## src/rtl/hdr_pkg.sv

```systemverilog
package hdr_pkg;
  typedef enum logic [2:0] {
    ST_IDLE,
    ST_ADDR,
    ST_APAR,
    ST_AACK,
    ST_CTRL,
    ST_CPAR,
    ST_CACK
  } hdr_state_t;
endpackage

```

## src/rtl/hdr_shifter.sv

```systemverilog
module hdr_shifter #(
  parameter int W = 12
) (
  input  logic         clk,
  input  logic         rst,
  input  logic         clr,
  input  logic         en,
  input  logic         d,
  output logic [W-1:0] q,
  output logic         par
);
  // shift in MSB first, running XOR of data bits
  always_ff @(posedge clk) begin
    if (rst || clr) begin
      q   <= '0;
      par <= 1'b0;
    end else if (en) begin
      q   <= {q[W-2:0], d};
      par <= par ^ d;
    end
  end
endmodule

```

## src/rtl/hdr_addr_match.sv

```systemverilog
module hdr_addr_match #(
  parameter int ADDR_W = 12,
  parameter int GRP_W  = 4
) (
  input  logic [ADDR_W-1:0] rx_addr,
  input  logic [ADDR_W-1:0] own_addr,
  input  logic              bcast,
  output logic              hit,
  output logic              general,
  output logic              group
);
  localparam int GLO = ADDR_W - GRP_W;

  always_comb begin
    general = bcast && (&rx_addr);
    group   = bcast && !(&rx_addr) &&
              (rx_addr[ADDR_W-1:GLO] == own_addr[ADDR_W-1:GLO]);
    hit     = bcast ? (general || group) : (rx_addr == own_addr);
  end
endmodule

```

## src/rtl/hdr_slave_decoder.sv

```systemverilog
module hdr_slave_decoder #(
  parameter int ADDR_W = 12,
  parameter int CTRL_W = 4,
  parameter int GRP_W  = 4
) (
  input  logic                   clk,
  input  logic                   rst,
  input  logic                   bit_stb,
  input  logic                   bit_in,
  input  logic                   frame_start,
  input  logic                   bcast_in,
  input  logic [ADDR_W-1:0]      own_addr,
  input  logic [(1<<CTRL_W)-1:0] func_mask,
  output logic                   ack_drv,
  output logic                   accept,
  output logic [CTRL_W-1:0]      ctrl_code,
  output logic                   is_general,
  output logic                   is_group,
  output logic [GRP_W-1:0]       group_num
);
  import hdr_pkg::*;

  localparam int CNT_W = $clog2(ADDR_W + 1);
  localparam int GLO   = ADDR_W - GRP_W;
  localparam logic [CNT_W-1:0] ADDR_LAST = CNT_W'(ADDR_W - 1);
  localparam logic [CNT_W-1:0] CTRL_LAST = CNT_W'(CTRL_W - 1);

  hdr_state_t       state;
  logic [CNT_W-1:0] cnt;
  logic             bcast_q;
  logic [ADDR_W-1:0] sh_q;
  logic             sh_par;
  logic             sh_clr, sh_en;
  logic             m_hit, m_gen, m_grp;
  logic             par_ok;
  logic             code_ok;

  assign sh_clr  = frame_start || (bit_stb && state == ST_AACK);
  assign sh_en   = bit_stb && (state == ST_ADDR || state == ST_CTRL);
  assign par_ok  = (sh_par ^ bit_in) == 1'b0;
  assign code_ok = func_mask[sh_q[CTRL_W-1:0]];

  hdr_shifter #(.W(ADDR_W)) u_shift (
    .clk (clk),
    .rst (rst),
    .clr (sh_clr),
    .en  (sh_en),
    .d   (bit_in),
    .q   (sh_q),
    .par (sh_par)
  );

  hdr_addr_match #(.ADDR_W(ADDR_W), .GRP_W(GRP_W)) u_match (
    .rx_addr  (sh_q),
    .own_addr (own_addr),
    .bcast    (bcast_q),
    .hit      (m_hit),
    .general  (m_gen),
    .group    (m_grp)
  );

  always_ff @(posedge clk) begin
    if (rst) begin
      state      <= ST_IDLE;
      cnt        <= '0;
      bcast_q    <= 1'b0;
      ack_drv    <= 1'b1;
      accept     <= 1'b0;
      ctrl_code  <= '0;
      is_general <= 1'b0;
      is_group   <= 1'b0;
      group_num  <= '0;
    end else begin
      accept <= 1'b0;
      if (frame_start) begin
        state      <= ST_ADDR;
        cnt        <= '0;
        bcast_q    <= bcast_in;
        ack_drv    <= 1'b1;
        is_general <= 1'b0;
        is_group   <= 1'b0;
        group_num  <= '0;
      end else if (bit_stb) begin
        unique case (state)
          ST_ADDR: begin
            cnt <= cnt + 1'b1;
            if (cnt == ADDR_LAST) state <= ST_APAR;
          end
          ST_APAR: begin
            if (par_ok && m_hit) begin
              state      <= ST_AACK;
              ack_drv    <= bcast_q;
              is_general <= m_gen;
              is_group   <= m_grp;
              if (bcast_q) group_num <= sh_q[ADDR_W-1:GLO];
            end else begin
              state <= ST_IDLE;
            end
          end
          ST_AACK: begin
            ack_drv <= 1'b1;
            cnt     <= '0;
            state   <= ST_CTRL;
          end
          ST_CTRL: begin
            cnt <= cnt + 1'b1;
            if (cnt == CTRL_LAST) state <= ST_CPAR;
          end
          ST_CPAR: begin
            if (par_ok && code_ok) begin
              state     <= ST_CACK;
              ack_drv   <= bcast_q;
              accept    <= 1'b1;
              ctrl_code <= sh_q[CTRL_W-1:0];
            end else begin
              state <= ST_IDLE;
            end
          end
          ST_CACK: begin
            ack_drv <= 1'b1;
            state   <= ST_IDLE;
          end
          default: state <= ST_IDLE;
        endcase
      end
    end
  end
endmodule

```

## config.mk

```make
export PLATFORM = sky130hd
export DESIGN_NAME = hdr_slave_decoder
export DESIGN_NICKNAME = d
export VERILOG_FILES = /design/src/rtl/hdr_pkg.sv /design/src/rtl/hdr_shifter.sv /design/src/rtl/hdr_addr_match.sv /design/src/rtl/hdr_slave_decoder.sv
export SDC_FILE = /design/constraint.sdc
export NUM_CORES = 1
export LEC_CHECK = 0
export BUFFER_PORTS_ARGS = -buffer_cell sky130_fd_sc_hd__buf_2
export CORE_MARGIN = 1.5
export CORE_UTILIZATION = 45
export CTS_CLUSTER_DIAMETER = 40
export DETAILED_ROUTE_END_ITERATION = 8
export PLACE_DENSITY_LB_ADDON = 0.3
export SYNTH_ARGS = -nofsm -noshare
export SYNTH_HDL_FRONTEND = slang
export SYNTH_SLANG_ARGS = --single-unit
```

## constraint.sdc

```tcl
create_clock -name clk -period 2.6 [get_ports clk]
set_input_delay 0.13 -clock clk [delete_from_list [all_inputs] [get_ports clk]]
set_output_delay 0.13 -clock clk [all_outputs]
set_load 0.02 [all_outputs]
```

Word level (Yosys, flattened, before mapping):

Index checks and enable logic that the tools add are counted.

* register bits: 33
* input port bits: 34
* output and inout port bits: 12
* logic and storage cells: 77

* $add $sub $neg: 1
* magnitude comparators: 1
* eq/ne operators: 16
* muxes and demuxes: 15
* bitwise logic cells: 5
* reductions and logical operators: 27

Operator list (count)
* $pmux 3 s5: 1
* $eq 12x12->1: 1
* $reduce_and 12->1: 1
* $reduce_and 4->1: 3
* $eq 3x3->1 const B: 3
* $mux 3: 3
* $reduce_and 3->1: 3
* $pmux 4 s2: 1
* $logic_and 1x1->1: 7
* $mux 1: 7
* $eq 3x2->1 const B: 2
* $ne 3x2->1 const B: 2
* $reduce_or 2->1: 3
* $lt 4x5->1 const B: 1
* $add 4x1->4 const B: 1
* $bmux 1 s4: 1
* $eq 4x2->1 const B: 1
* $eq 4x4->1: 1
* $eq 4x4->1 const B: 1
* $logic_or 1x1->1: 4
* $ne 2x1->1 const B: 2
* $ne 2x2->1 const B: 2
* $not 1->1: 4
* $reduce_bool 2->1: 2
* 8 further kinds: 8

Longest topological paths before layout:

Gate-level depths: netlist of run 1.

* word-level depth: 11
* mapped depth: 8

By module:

A second synthesis of run 1 with hierarchy kept.

* cells, all modules: 206
* area, all modules: 1913.1 µm²

By module, submodules not included
* hdr_slave_decoder: instances 1, cells each 138, area an instance 1214.9 µm²
* hdr_shifter: instances 1, cells each 44, area an instance 511.7 µm²
* hdr_addr_match: instances 1, cells each 24, area an instance 186.4 µm²

Worst setup path before layout of run 1:

OpenSTA, ideal clock, no wires.

* kind: reg-to-reg
* start: register u_shift.q[0]
* end: register ctrl_code[0]
* library setup time: 125 ps
* arrival: 1818 ps
* required time: 2475 ps
* slack: 657 ps
* cell stages (with the launch flop): 8
* buffers on the path: 2
* clock period less this slack: 1943 ps
* cells stage by stage: dfxtp_1 > buf_6 > mux4_1 > o2111ai_1 > a2111o_1 > buf_4 > mux2i_1 > nor2_1

* longest elaborated chain between the ends: 4

RTL lines
* start: declaration: line hdr_shifter.sv:9 `output logic [W-1:0] q,`
* start signal: assignment: line hdr_shifter.sv:18 `q <= {q[W-2:0], d};`
* $bmux 1 s4: line hdr_slave_decoder.sv:41 `assign code_ok = func_mask[sh_q[CTRL_W-1:0]];`
* $mux 1 (not written as such): line hdr_slave_decoder.sv:41
* $logic_and 1x1->1: line hdr_slave_decoder.sv:110 `if (par_ok && code_ok) begin`
* $reduce_and 4->1 (no line)
* end signal: assignment: line hdr_slave_decoder.sv:114 `ctrl_code <= sh_q[CTRL_W-1:0];`
* end: declaration: line hdr_slave_decoder.sv:16 `output logic [CTRL_W-1:0] ctrl_code,`

Parallel ways exist; a longest one is shown, timed or not. The select of a mux whose other input is x is not followed.
A chain may end at the register's enable or synchronous reset.

Final worst setup path of run 1:

* start: register u_shift.q[0]
* end: register ctrl_code[3]

* longest elaborated chain between the ends: 4

RTL lines (line)
* $bmux 1 s4: hdr_slave_decoder.sv:41
* $mux 1 (not written as such): hdr_slave_decoder.sv:41
* $logic_and 1x1->1: hdr_slave_decoder.sv:110
* $reduce_and 4->1 (no line)

No other way between the ends. The select of a mux whose other input is x is not followed.

==> results of run 1 <==
==> cell families after synthesis <==
| group | Yosys count | share of synthesized area [%] |
|---|---|---|
| simple gates | 86 | 21.86 |
| compound gates | 40 | 14.50 |
| flops | 33 | 36.64 |
| xor+xnor | 18 | 8.744 |
| buf+inv | 16 | 6.731 |
| mux | 16 | 10.83 |
| fa+ha+maj | 1 | 0.6939 |
==> sequential cells by signal, indices dropped and copies added, names as in the netlist <==
name	count
accept	1
bcast_q	1
is_general	1
ack_drv	1
u_shift.q	12
is_group	1
group_num	4
state	3
u_shift.par	1
cnt	4
ctrl_code	4
==> synthesized netlist by cell type (2+ instances only) <==
cell type,instances
a21oi_1,19
nand2b_1,3
nor2_1,27
inv_1,3
clkbuf_1,4
nand2_1,36
nor4_1,2
nand4_1,6
mux2_1,2
xor2_1,10
buf_6,5
a2bb2oi_1,2
mux2i_1,12
and2_1,2
nand3_1,2
a211oi_1,2
or2_2,2
o21ai_0,3
xnor2_1,8
dfxtp_1,33
and4_1,2
mux4_1,2
==> critical path: cells and delay by family (launching register included) <==
| kind | cells | cell delay [ns] |
|---|---|---|
| simple gates | 1 | 0.05 |
| compound gates | 2 | 0.70 |
| flops | 1 | 0.48 |
| mux | 2 | 0.80 |
==> cell type report <==
class / instances / area share, %
multi-input cells: 161 / 48.34
flip-flops and latches: 33 / 31.28
repair buffers: 49 / 12.09
clock inverters: 2 / 1.659
well taps: 48 / 2.844
inverters: 3 / 0.5332
clock buffers: 5 / 3.258
==> per-stage QoR <==
stage | worst slack, ns | power [mW] | hold slack [ns] | instance area, um2
after global routing | 0.2879 | 1.132 | 0.1052 | 2112
after detailed placement | 0.4591 | 0.6295 | 0.3851 | 2008
after floorplan | 0.6571 | 0.5909 | 0.2772 | 1803
after CTS | 0.4296 | 1.095 | 0.08945 | 2112
after global placement | 0.5233 | 0.6286 | 0.3643 | 2008
final | 0.4453 | 1.090 | 0.08924 | 2112
==> routing by layer <==
layer  vias to the layer above  share of wire [%]  GRT usage [%]
met1                       744                 46          25.52
met4                         0               0.99          9.184
li1                        817                  -              -
met3                         4                6.0          4.600
met2                        51                 47          32.75
met5                         -                  0              0
==> worst min path at each step <==
stage              from                    to  slack (ns)  cells after the start
2_1_floorplan  bcast_in  bcast_q$_SDFFE_PP0P_        0.28                      2
3_3_place_gp   bcast_in  bcast_q$_SDFFE_PP0P_        0.36                      3
3_5_place_dp   bcast_in  bcast_q$_SDFFE_PP0P_        0.39                      3
4_1_cts        bcast_in  bcast_q$_SDFFE_PP0P_        0.09                      3
5_1_grt        bcast_in  bcast_q$_SDFFE_PP0P_        0.11                      3
6_report       bcast_in  bcast_q$_SDFFE_PP0P_        0.09                      3
==> power by group <==
part | internal (mW) | switching [mW] | total, mW | leakage [nW]
registers | 0.509 | 0.00854 | 0.518 | 0.266
logic | 0.0461 | 0.0541 | 0.100 | 0.588
clock network | 0.278 | 0.194 | 0.472 | 0.0540
==> impl_metrics.py, run 1 <==
metrics = {
    "synthesis": {
        "postSynth.topFlopCell": "dfxtp_1",
        "synth_area_leaders": "dfxtp_1, nand2_1, mux2i_1",
        "synth-edff-count": 0,
        "yosysSeqAreaShare_pct": 36.64,
        "postSynthCellCount": 210,
        "synth.yosys.warnings": 0,
        "netlist-cell-type-count": 45,
        "postSynth.asyncResetShare_pct": 0,
        "synthDominantAreaCellType": "dfxtp_1",
        "yosysTopAreaCellShare_pct": 36.64,
        "post_synth_instance_area_um2": 1803,
        "syn_area_per_cell_um2": 8.586,
        "synth.net_count": 245,
        "synth.ff_latch_count": 33,
    },
    "pwr": {
        "cellPowerDensity_nw_per_um2": 516.1,
        "power.ir.vdd_worst_mv": 0.3639,
        "p_leak_nw": 0.9087,
    },
    "global_route": {
        "grt_pass1_wl_um": 6755,
        "antenna_violations_before_repair": 0,
        "grt_max_degree": 14,
        "gr-usage-all-layers_pct": 20.27,
        "number_of_global_route_vias_before_repair": 1522,
        "globalRoute.totalOverflow": 0,
    },
    "route": {
        "drt-vias-per-instance": 5.369,
        "drc_errors": 0,
        "routed_wl_per_cell_um": 13.43,
        "wl_um": 4042,
        "ant_nets": 0,
        "route.vias.total": 1616,
        "drt_first_iter_violations": 127,
        "drt_pass1_iterations": 4,
    },
    "floorplanning": {
        "initial_utilization_pct": 48.16,
        "design.portCount": 46,
        "floorplan.core_area_um2": 3744,
        "die-area_um2": 4395,
        "placement_rows": 22,
        "die_width_um": 66.30,
        "die-height_um": 66.30,
    },
    "clocking": {
        "cts_hold_buffers": 0,
        "root_buffer_cell": "clkbuf_8",
        "cts_max_level": 2,
        "clkLatencyLatePin_ns": 0.29,
        "cts.path.max_buffers": 2,
        "clock_sink_count": 33,
        "tritoncts": "done",
        "clk_transition_reported_paths_ns": 0.07,
        "postCtsResizedCells": 0,
        "cts.repair_timing.setup_buffer_count": 0,
        "cts_made_buffers": 5,
    },
    "worst_setup_path": {
        "worst_path_largest_cell_delay_ns": 0.59,
        "rr_endpoint": "ctrl_code[3]$_SDFFE_PP0P_",
        "worst_setup_path_startpoint": "u_shift.q[0]$_SDFFE_PP0P_",
        "worstRegToRegCells": 5,
        "worst-path-max-fanout": 7,
        "reg2reg_from": "u_shift.q[0]$_SDFFE_PP0P_",
        "setup.worst_path.class": "flop to flop",
        "setup.worst_path.end_class": "flop",
        "timing.critical_path.slowest_stage_cell": "mux4_1",
        "startpoint_type": "flop",
        "cp-endpoint": "ctrl_code[3]$_SDFFE_PP0P_",
        "crit_chain": "mux4_1 -> o2111ai_1 -> a2111o_1 -> mux2i_1 -> nor2_1",
        "worst_ep_required_time_ns": 2.78,
        "r2r_setup_slack_ns": 0.45,
        "cp.arrival_ns": 2.33,
    },
    "timing": {
        "timing.final.setup_violations": 0,
        "worst_clock_skew_ns": 0.005446,
        "finalCritPeriodShare_pct": 82.87,
        "max_clock_freq_ghz": 0.4641,
        "setup-tns-final_ns": 0,
        "timing_max_transition_violations_final": 0,
        "setup_repair_after_global_routing_missed_its_margin": "false",
        "worst_slew_margin_rel_pct": 69.33,
        "hold_viol": 0,
        "max_slew.worst_pin.slew_ns": 0.4590,
        "timing.final.crit_period_ns": 2.155,
    },
    "final_layout": {
        "final_core_area_utilization_pct": 56.42,
        "layout.cells.most_common_list": "buf_2, nand2_1, dfxtp_1",
        "post_layout_nonfiller_instances": 301,
        "area_growth_syn_to_layout_pct": 17.14,
        "nFillCells": 378,
        "design.final.nets": 288,
        "fraction_of_final_layout_cells_with_drive_strength_greater_than_1_pct": 24.11,
        "insertedDiodeCount": 0,
        "layout_commonest_cell": "buf_2",
        "area_taken_by_multi_input_logic_gates_um2": 1021,
        "final-seq-area_um2": 660.6,
    },
    "flow_run": {
        "drv_cap": 0,
    },
    "placed_design": {
        "gp_routability_congestion": 0.9029,
        "place.port_buffers": 45,
        "placed_cells": 294,
        "dp.final_hpwl_um": 2985,
    },
    "run_status": {
        "outcome": "complete, no violations",
    },
    "worst_hold_path": {
        "holdCritPathClass": "input pin to flop",
    },
}
(Power assumes the default switching activity.)
==> inputs of run 2 (changes only) <==
==> constraint.sdc (replaced) <==
create_clock -name clk -period 1.7 [get_ports clk]
set_input_delay 0.085 -clock clk [delete_from_list [all_inputs] [get_ports clk]]
set_output_delay 0.085 -clock clk [all_outputs]
set_load 0.02 [all_outputs]
==> impl_metrics.py, run 2 (synthesized netlist as in run 1, its figures left out) <==
metrics = {
    "clocking": {
        "root_buffer_cell": "clkbuf_8",
        "clk_transition_reported_paths_ns": 0.08,
        "cts.path.max_buffers": 2,
        "tritoncts": "done",
        "cts_made_buffers": 5,
        "cts_max_level": 2,
        "clock_sink_count": 33,
        "clkLatencyLatePin_ns": 0.29,
    },
    "timing": {
        "worst_slew_margin_rel_pct": 70.37,
        "max_clock_freq_ghz": 0.5187,
        "timing.final.setup_violations": 9,
        "setup-tns-final_ns": -1.451,
        "finalCritPeriodShare_pct": 113.4,
        "timing.final.crit_period_ns": 1.928,
        "setup_slack_ns": -0.2280,
        "timing_max_transition_violations_final": 0,
        "hold_viol": 0,
        "worst_clock_skew_ns": 0.009164,
        "setup_repair_after_global_routing_missed_its_margin": "true",
        "max_slew.worst_pin.slew_ns": 0.4398,
    },
    "global_route": {
        "globalRoute.totalOverflow": 0,
        "number_of_global_route_vias_before_repair": 1674,
        "grt_max_degree": 16,
        "grt_pass1_wl_um": 7176,
        "gr-usage-all-layers_pct": 21.09,
        "antenna_violations_before_repair": 0,
    },
    "pwr": {
        "sum_of_internal_switching_and_leakage_power_mw": 1.744,
        "power.ir.vdd_worst_mv": 0.5112,
        "p_leak_nw": 1.069,
        "cellPowerDensity_nw_per_um2": 704.2,
    },
    "run_status": {
        "failed_checks": "negative setup slack",
        "outcome": "finished with violations",
    },
    "worst_setup_path": {
        "setup.worst_path.end_class": "flop",
        "worst_ep_required_time_ns": 1.87,
        "cp.arrival_ns": 2.09,
        "setup.worst_path.class": "flop to flop",
        "worst-path-max-fanout": 6,
        "startpoint_type": "flop",
    },
    "floorplanning": {
        "die-area_um2": 4395,
        "initial_utilization_pct": 48.16,
        "placement_rows": 22,
        "floorplan.core_area_um2": 3744,
        "design.portCount": 46,
        "die-height_um": 66.30,
        "die_width_um": 66.30,
    },
    "final_layout": {
        "area_taken_by_multi_input_logic_gates_um2": 1145,
        "largest_register_ff_count": 12,
        "final_core_area_utilization_pct": 66.14,
        "layout.cells.most_common_list": "buf_2, nand2_1, dfxtp_1",
        "final-seq-area_um2": 666.9,
        "area_growth_syn_to_layout_pct": 37.33,
        "largest_reg_by_ff_count": "u_shift.q",
        "fraction_of_final_layout_cells_with_drive_strength_greater_than_1_pct": 38.21,
        "layout_commonest_cell": "buf_2",
        "post_layout_nonfiller_instances": 328,
        "nFillCells": 326,
        "insertedDiodeCount": 0,
        "design.final.nets": 314,
    },
    "route": {
        "drc_errors": 0,
        "drt_first_iter_violations": 120,
        "drt-vias-per-instance": 5.271,
        "drt_pass1_iterations": 4,
        "ant_nets": 0,
        "routed_wl_per_cell_um": 13.68,
        "route.vias.total": 1729,
        "wl_um": 4487,
    },
    "placed_design": {
        "placed_cells": 317,
        "dp.final_hpwl_um": 3215,
        "place.port_buffers": 45,
        "gp_routability_congestion": 0.9001,
    },
    "flow_run": {
        "drv_cap": 0,
    },
    "worst_hold_path": {
        "holdCritPathClass": "input pin to flop",
    },
}
## run 2: cell count changes in the layout (fill, tap and decap cells not counted), sizes merged
cell	delta
buf	+26
clkinvlp	+1
## run 2: where the power goes
| group | internal [mW] | switching, mW |
|---|---|---|
| Sequential | 0.777 | 0.00701 |
| Combinational | 0.106 | 0.111 |
| Clock | 0.439 | 0.304 |
| Total | 1.32 | 0.421 |
## run 2: area by class of cell
| class | count | area share, % |
|---|---|---|
| Sequential cell | 33 | 26.93 |
| Tap cell | 48 | 2.425 |
| Multi-Input combinational cell | 161 | 46.24 |
| Clock buffer | 5 | 2.779 |
| Timing Repair Buffer | 75 | 19.30 |
| Inverter | 3 | 0.4548 |
| Clock inverter | 3 | 1.870 |
## run 2: layer usage
layer	vias to the layer above	global-route usage, %	share of wire, %
li1	869	-	-
met1	805	26.08	44
met2	51	36.88	49
met3	4	4.089	5.7
met4	0	6.122	0.80
met5	-	0	0
## run 2: final timing paths
check | from | slack, ns | endpoint | cells after the start
worst max-delay path | u_shift.q[0]$_SDFFE_PP0P_ | -0.23 | ack_drv$_SDFFE_PP1P_ | 7
worst min-delay path | bcast_in | 0.07 | bcast_q$_SDFFE_PP0P_ | 3
worst max register to register | u_shift.q[0]$_SDFFE_PP0P_ | -0.23 | ack_drv$_SDFFE_PP1P_ | 7
worst min register to register | is_group$_SDFFE_PP0P_ | 0.45 | is_group$_SDFFE_PP0P_ | 2
## run 2: timing repair
action,4_1_cts,5_1_grt
pin swaps,7,11
hold buffers,0,0
setup buffers,1,3
endpoints found under the setup margin,11,15
resized for setup,7,17
## run 2: metrics by stage
step	hold WS [ns]	cell area, um2	worst slack (ns)
2_1_floorplan	0.2322	1823	-0.1222
4_1_cts	0.06382	2379	-0.2252
3_5_place_dp	0.3540	2210	-0.2167
5_1_grt	0.07756	2476	-0.2917
6_report	0.06918	2476	-0.2280
3_3_place_gp	0.3204	2210	-0.1828
## run 2: worst max-delay path, stage by stage, from the launching register on
cell and delay, ns:
dfxtp_4 0.38, buf_6 0.12, mux2i_2 0.14, a2bb2oi_2 0.19
o2111ai_4 0.16, a211o_1 0.33, a221o_1 0.35, mux2i_1 0.12
